[src/rtl/segx_pkg.sv]
package segx_pkg;
    parameter int SEG_W = 3;
    parameter int OFF_W = 8;
    parameter int PA_W  = 12;
    localparam int NSEG  = 1 << SEG_W;
    localparam int LIM_W = OFF_W + 1;
    localparam int LEN_W = SEG_W + 1;

    typedef enum logic [1:0] {
        ACC_READ  = 2'd0,
        ACC_WRITE = 2'd1,
        ACC_EXEC  = 2'd2,
        ACC_RSVD  = 2'd3
    } acc_t;

    typedef enum logic [1:0] {
        FLT_NONE  = 2'b00,
        FLT_SEG   = 2'b01,
        FLT_LIMIT = 2'b10,
        FLT_PERM  = 2'b11
    } cause_t;

    typedef struct packed {
        logic [PA_W-1:0]  base;
        logic [LIM_W-1:0] limit;
        logic [2:0]       perm;
    } seg_ent_t;

    function automatic logic perm_ok(input logic [2:0] perm, input acc_t acc);
        case (acc)
            ACC_READ:  perm_ok = perm[0];
            ACC_WRITE: perm_ok = perm[1];
            ACC_EXEC:  perm_ok = perm[2];
            default:   perm_ok = 1'b0;
        endcase
    endfunction
endpackage

[src/rtl/seg_table.sv]
module seg_table
    import segx_pkg::*;
(
    input  logic             clk,
    input  logic             rst,
    input  logic             cfg_priv,
    input  logic             cfg_ent_we,
    input  logic [SEG_W-1:0] cfg_idx,
    input  seg_ent_t         cfg_ent,
    input  logic             cfg_len_we,
    input  logic [LEN_W-1:0] cfg_len,
    input  logic [SEG_W-1:0] rd_idx,
    output seg_ent_t         rd_ent,
    output logic [LEN_W-1:0] seg_len
);
    seg_ent_t ents [NSEG];

    for (genvar g = 0; g < NSEG; g++) begin : g_ent
        always_ff @(posedge clk) begin
            if (rst)
                ents[g] <= '0;
            else if (cfg_priv && cfg_ent_we && cfg_idx == SEG_W'(g))
                ents[g] <= cfg_ent;
        end
    end

    always_ff @(posedge clk) begin
        if (rst)
            seg_len <= '0;
        else if (cfg_priv && cfg_len_we)
            seg_len <= cfg_len;
    end

    assign rd_ent = ents[rd_idx];

    // without privilege the length register cannot move
    a_r9_len_priv: assert property (@(posedge clk) disable iff (rst)
        !cfg_priv |=> $stable(seg_len));
endmodule

[src/rtl/seg_check.sv]
module seg_check
    import segx_pkg::*;
(
    input  logic [SEG_W-1:0] seg,
    input  logic [OFF_W-1:0] off,
    input  acc_t             acc,
    input  seg_ent_t         ent,
    input  logic [LEN_W-1:0] seg_len,
    output cause_t           cause,
    output logic [PA_W-1:0]  paddr
);
    logic seg_bad, lim_bad, perm_bad;

    always_comb begin
        seg_bad  = {1'b0, seg} >= seg_len;
        lim_bad  = {1'b0, off} >= ent.limit;
        perm_bad = !perm_ok(ent.perm, acc);
        if (seg_bad)       cause = FLT_SEG;
        else if (lim_bad)  cause = FLT_LIMIT;
        else if (perm_bad) cause = FLT_PERM;
        else               cause = FLT_NONE;
        paddr = (cause == FLT_NONE) ? ent.base + PA_W'(off) : '0;
    end
endmodule

[src/rtl/seg_xlat.sv]
module seg_xlat
    import segx_pkg::*;
(
    input  logic                 clk,
    input  logic                 rst,
    input  logic                 cfg_priv,
    input  logic                 cfg_ent_we,
    input  logic [SEG_W-1:0]     cfg_idx,
    input  logic [PA_W-1:0]      cfg_base,
    input  logic [OFF_W:0]       cfg_limit,
    input  logic [2:0]           cfg_perm,
    input  logic                 cfg_len_we,
    input  logic [SEG_W:0]       cfg_len,
    input  logic                 req_valid,
    input  logic [SEG_W-1:0]     req_seg,
    input  logic [OFF_W-1:0]     req_off,
    input  logic [1:0]           req_type,
    output logic                 rsp_valid,
    output logic                 rsp_fault,
    output logic [1:0]           rsp_cause,
    output logic [PA_W-1:0]      rsp_paddr
);
    seg_ent_t         wr_ent, rd_ent;
    logic [LEN_W-1:0] seg_len;
    cause_t           cause;
    logic [PA_W-1:0]  paddr;

    assign wr_ent = '{base: cfg_base, limit: cfg_limit, perm: cfg_perm};

    seg_table u_table (
        .clk(clk), .rst(rst), .cfg_priv(cfg_priv),
        .cfg_ent_we(cfg_ent_we), .cfg_idx(cfg_idx), .cfg_ent(wr_ent),
        .cfg_len_we(cfg_len_we), .cfg_len(cfg_len),
        .rd_idx(req_seg), .rd_ent(rd_ent), .seg_len(seg_len)
    );

    seg_check u_check (
        .seg(req_seg), .off(req_off), .acc(acc_t'(req_type)),
        .ent(rd_ent), .seg_len(seg_len), .cause(cause), .paddr(paddr)
    );

    always_ff @(posedge clk) begin
        if (rst || !req_valid) begin
            rsp_valid <= 1'b0;
            rsp_fault <= 1'b0;
            rsp_cause <= 2'b00;
            rsp_paddr <= '0;
        end else begin
            rsp_valid <= 1'b1;
            rsp_fault <= (cause != FLT_NONE);
            rsp_cause <= cause;
            rsp_paddr <= paddr;
        end
    end

    // one response per request, one cycle later
    a_r7_rsp_follows: assert property (@(posedge clk) disable iff (rst)
        req_valid |=> rsp_valid);
    a_r7_idle_quiet: assert property (@(posedge clk) disable iff (rst)
        !req_valid |=> (!rsp_valid && rsp_cause == 2'b00 && rsp_paddr == '0));
    // a fault never carries an address
    a_r8_fault_zero: assert property (@(posedge clk) disable iff (rst)
        rsp_fault |-> rsp_paddr == '0);
    // out-of-range segment number yields the segment cause
    a_r2_bad_seg: assert property (@(posedge clk) disable iff (rst)
        (req_valid && {1'b0, req_seg} >= seg_len) |=> rsp_cause == 2'b01);
    // fault flag agrees with a nonzero cause
    a_r5_flag_cause: assert property (@(posedge clk) disable iff (rst)
        rsp_valid |-> (rsp_fault == (rsp_cause != 2'b00)));
endmodule

[config.mk]
export PLATFORM = sky130hd
export DESIGN_NAME = seg_xlat
export DESIGN_NICKNAME = d
export VERILOG_FILES = /design/src/rtl/segx_pkg.sv /design/src/rtl/seg_table.sv /design/src/rtl/seg_check.sv /design/src/rtl/seg_xlat.sv
export SDC_FILE = /design/constraint.sdc
export NUM_CORES = 1
export LEC_CHECK = 0
export ABC_AREA = 1
export BUFFER_PORTS_ARGS = -buffer_cell sky130_fd_sc_hd__buf_2
export CAP_MARGIN = 20
export CELL_PAD_IN_SITES_DETAIL_PLACEMENT = 1
export CELL_PAD_IN_SITES_GLOBAL_PLACEMENT = 1
export CORE_AREA = 2 2 109 217
export CTS_CLUSTER_SIZE = 10
export DETAILED_ROUTE_END_ITERATION = 10
export DIE_AREA = 0 0 111 219
export PLACE_DENSITY_LB_ADDON = 0.05
export SYNTH_ARGS = -nofsm -noshare
export SYNTH_HDL_FRONTEND = slang
export SYNTH_HIERARCHICAL = 1
export SYNTH_SLANG_ARGS = --single-unit
[constraint.sdc]
create_clock -name clk -period 7.6 [get_ports clk]
set_input_delay 1.52 -clock clk [delete_from_list [all_inputs] [get_ports clk]]
set_output_delay 1.52 -clock clk [all_outputs]
set_load 0.005 [all_outputs]
**Word-level counts from Yosys, hierarchy flattened**

Memories as Yosys holds them, arrays and structs flattened.
Index checks and enable logic that the tools add are counted.

- Register bits: 20
- Memory bits (writable): 192
- Output and inout port bits: 16
- Word-level logic and storage cells: 83
- Memories: 1

- Add/sub/neg operators: 1
- Magnitude comparators: 2
- Equality and inequality tests: 9
- Muxes and demuxes: 39
- Bitwise logic cells: 9
- Reduce and logical (&&, ||, !) cells: 17

Memory list:

| name | depth | bits a word | rd ports | clocked after memory_dff | write ports | RTL line | RTL |
|---|---|---|---|---|---|---|---|
| u_table.ents | 8 | 24 | 1 | 0 | 8 | seg_table.sv:16 | `seg_ent_t ents [NSEG];` |

Operators with widths:

| cell | number |
|---|---|
| 24-bit two-way mux | 8 |
| 1-bit two-way mux | 27 |
| 12-bit by 8-bit adder with 12-bit output | 1 |
| 3-bit == test, second input constant | 4 |
| 1-bit logical AND | 10 |
| 8-bit by 9-bit greater-or-equal comparator with 1-bit output | 1 |
| 1-bit OR | 8 |
| 3-bit by 2-bit == test with 1-bit output, second input constant | 2 |
| 2-bit two-way mux | 3 |
| 3-bit by 4-bit greater-or-equal comparator with 1-bit output | 1 |
| 2-bit logical NOT | 2 |
| 3-bit by 1-bit == test with 1-bit output, second input constant | 1 |
| 3-bit logical NOT | 1 |
| 1-bit case mux with 3 select lines | 1 |
| 2-bit by 1-bit == test with 1-bit output, second input constant | 1 |
| 2-bit == test, second input constant | 1 |
| 2-bit nonzero test | 1 |
| 2-bit OR reduction | 1 |
| 1-bit logical NOT | 1 |
| 1-bit logical OR | 1 |
| 1-bit NOT | 1 |

**Logic depth before layout (Yosys ltp)**

- Depth in word-level cells: 8
- Gate-level depth with buffers: 23

**Cells and area by module**

Netlist, hierarchy kept.

By module, submodules not included:

| module | times used | cells an instance | area an instance (µm²) | seq. area each (µm²) |
|---|---|---|---|---|
| seg_table | 1 | 1119 | 9660.5 | 5845.6 |
| seg_check | 1 | 192 | 1019.7 | 0.0 |
| seg_xlat | 1 | 50 | 490.5 | 320.3 |

**Worst setup path before layout**

Ideal clock, no wire load.

- Path type: input to register
- From: input req_seg[0]
- To: register rsp_paddr[10]
- Setup time: 64 ps
- Data arrival time: 3578 ps
- Slack: 3958 ps
- Cell stages on the path: 23
- Cells stage by stage: buf_2 -> inv_2 -> buf_4 -> buf_4 -> nand2_1 -> nand3_1 -> nand2_1 -> nand2_1 -> nand2_1 -> ha_1 -> inv_1 -> fa_1 -> inv_1 -> nand3_1 -> nand2_2 -> nand2_1 -> nand2_2 -> nand3_1 -> nand2_1 -> inv_1 -> nor2_1 -> inv_1 -> nor2_1

RTL lines:

| element | RTL line | RTL |
|---|---|---|
| start, declared | seg_xlat.sv:15 | `input logic [SEG_W-1:0] req_seg,` |
| end signal, assigned | seg_xlat.sv:52 | `rsp_paddr <= paddr;` |
| end, declared | seg_xlat.sv:21 | `output logic [PA_W-1:0] rsp_paddr` |

==> flow_summary.toml <==
[status]
status = "finished, final reports clean"

[global_routing]
track_usage_pct = 27.7
grt_pass1_wl_um = 50700
antenna_found_initial = 0
grt_max_degree = 58
grt_overflow_total = 0
first_global_vias = 9522

[worst_setup_path]
critPathKind = "input pin to flop"
critPathTopFamily = "buffers and inverters"
rrSetupSlack_ps = 5050
critical_path_buf_inv_count = 6
worst-path-max-fanout = 42
worstPathArrival_ps = 4950
critPathMostFrequentCell = "nand2_1"
rr_worst_depth = 14
cpMaxStageDelayCell = "o21ai_0"
startpoint_type = "input pin"
reg2reg_to = "rsp_cause[0]"
critPathCaptureType = "flop"
crit_required_ps = 8070
cpPeakStageDelay_ps = 560
r2r-start = "u_table/ents[7][9]"
path_cells = "buf_2 > buf_4 > inv_2 > buf_4 > nand2_1 > nand3_1 > nand2_1 > nand2_1 > nand2_1 > inv_1 > ha_1 > a21o_1 > a21oi_4 > nand2_1 > o21ai_0 > inv_1 > nor2_4"

[logic_synthesis]
async_reset_ff_share_pct = 0
syn_inst = 1361
synth-edff-count = 192
seq_area_frac_synth_pct = 55.2
ys_ff_latch = 212
syn_avg_cell_area_um2 = 8.21
synth_flop_cell = "edfxtp_1"
ys_types = 30
synthesis.area_um2 = 11200
yosysWarnings = 6
syn_nets = 1431

[run]
cap_violations = 0

[hold_path]
worst_hold_path_type = "flop to flop"
hp-start = "u_table/seg_len[1]"
min_path_cells = 2
min_to = "u_table/seg_len[1]"

[timing]
timing.final.hold_violations = 0
setup_viol = 0
clock_skew_ps = 12.9
final.min_clock_period_ps = 4490
rsz0062_at_grt = "no"
holdWs_ps = 483
layout_worst_path_cycle_share_pct = 59.0
worstMarginPinSlew_ps = 960
slew_headroom_pct = 35.8
drv_slew = 0
setup_ws_ps = 3110
achievable-frequency_mhz = 223
finalSetupTns_ps = 0

[routing]
num_vias = 8836
drt_iter0_markers = 441
drc = 0
viasPerCell = 5.22
avgRoutedWirePerCell_um = 19.7
antenna_left = 0
drt_wl_total_um = 33300
first_pass_iters = 5

[clock_network]
htreeDepth = 1
cts_resized = 0
cts_hold_buf = 0
numClockSinks = 212
cts_tree = "built"
cts_buffers = 25
post_cts_buffers = 0
clock_path_buffers = 3
cts-root-buf = "clkbuf_16"
clk_latency_ps = 530
cts.clk_slew.worst_paths_ps = 50

[floorplanning]
die_w_um = 111
placementRows = 78
dieArea_um2 = 24300
die_h_um = 219
io-pin-count = 66
initial_core_util_pct = 49.6
core_um2 = 22500

[layout]
seqCellArea_um2 = 6170
syn2layout_area_growth_pct = 9.70
drive_gt1_share_pct = 9.83
fillers = 2795
layout.nets = 1474
multi_input_area_um2 = 3600
final_core_util_pct = 54.4
design_area_um2 = 12300
num_antenna_cells = 0
instances_no_fill = 1694

[power]
p_total_mw = 2.76
clkPwrFrac_pct = 38.0
leakagePower_nw = 6.10
p_int_mw = 2.04
power_switching_uw = 725
power_density_nw_per_um2 = 225
seqPwrFrac_pct = 49.2
irDropWorstVdd_mv = 0.196
power_frac_comb_pct = 12.9
p_sw_share_pct = 26.3

[placed_design]
placed_cell_area_um2 = 11600
gp_congestion = 0.845
io_buffers = 65
dp_cells = 1657
hpwl_um = 20400
dp_slack_ps = 2580
## registers in the layout, indices dropped and copies added, names as in the netlist
| signal | cells |
|---|---|
| u_table/seg_len | 4 |
| u_table/ents | 192 |
| rsp_paddr | 12 |
| rsp_fault | 1 |
| rsp_valid | 1 |
| rsp_cause | 2 |
## metal layers
metal	vias to the layer above	part of all wire [%]	GRT usage, %
li1	4195	-	-
met1	4335	35	28.0
met2	228	56	54.6
met3	78	4.7	3.67
met4	0	4.4	13.8
met5	-	0	0
## cell families (layout without fill, tap and decap cells)
logic type                 count (synthesis)  after routing  synth area share, %
adders and majority gates                 20             20                 2.31
and+or+nand+nor                          765            765                 28.6
buffers and inverters                    346            399                 12.8
DFF                                      212            212                 55.2
xor gates and xnor gates                   7              7                0.549
AOI/OAI and AO/OA                         11             11                0.616
## worst max path at each step
stage | startpoint | endpoint | slack [ps] | depth (start not counted)
final | req_seg[0] | rsp_cause[0] | 3110 | 17
after global routing | req_seg[0] | rsp_cause[0] | 2830 | 20
after CTS | req_seg[0] | rsp_cause[0] | 3100 | 17
after detailed placement | req_seg[0] | rsp_cause[0] | 2580 | 17
after global placement | req_seg[0] | rsp_cause[0] | 2670 | 17
after floorplan | req_seg[0] | rsp_paddr[10] | 3960 | 23
## cells in the mapped netlist (all sizes together), types with 4 or more instances
cell,number,area (um2)
a21oi,4,31.3
buf,39,274
clkbuf,17,63.8
dfxtp,20,400
edfxtp,192,5770
ha,19,238
inv,290,1090
nand2,395,1500
nand3,117,661
nand4,4,31.3
nor2,247,992
o21ai,6,30.0
xnor2,6,52.6
## worst reg2reg max path, stage by stage, from the launching register on
cell      delay, ps
edfxtp_1        320
inv_1            40
nand2_1          50
nand3_1          90
nand2_1         100
nand2_1          50
nand2_1         130
inv_1            70
ha_1            290
a21o_1          210
a21oi_4         170
nand2_1         100
o21ai_0         560
inv_1           180
nor2_4          130
## area by class of cell
type / count / share of cell area [%]
clock buffers: 34 / 5.38
clock inverters: 3 / 0.112
inverters: 290 / 8.88
multi-input cells: 803 / 29.4
flip-flops and latches: 212 / 50.3
well taps: 280 / 2.86
repair buffers: 72 / 3.08
## placed cells by master, fill, tap and decap left out, drive strengths merged
cell / synthesis / final
nand2: 395 / 395
fa: 1 / 1
a21oi: 4 / 4
clkbuf: 17 / 34
dfxtp: 20 / 20
xor2: 1 / 1
inv: 290 / 290
nor2: 247 / 247
o21ai: 6 / 6
xnor2: 6 / 6
buf: 39 / 72
ha: 19 / 19
nand3: 117 / 117
nand4: 4 / 4
edfxtp: 192 / 192
a21o: 1 / 1
clkinv: 0 / 3
nor3: 1 / 1
and3: 1 / 1
## power groups by stage
stage | logic [mW] | clock network [mW] | registers [mW]
finish | 0.356 | 1.05 | 1.36
global placement | 0.348 | 0 | 1.38
global route | 0.402 | 1.10 | 1.36
floorplan | 0.240 | 0 | 1.38
detailed placement | 0.357 | 0 | 1.38
CTS | 0.360 | 1.06 | 1.36
No activity file was read; power rests on OpenSTA's default activity.
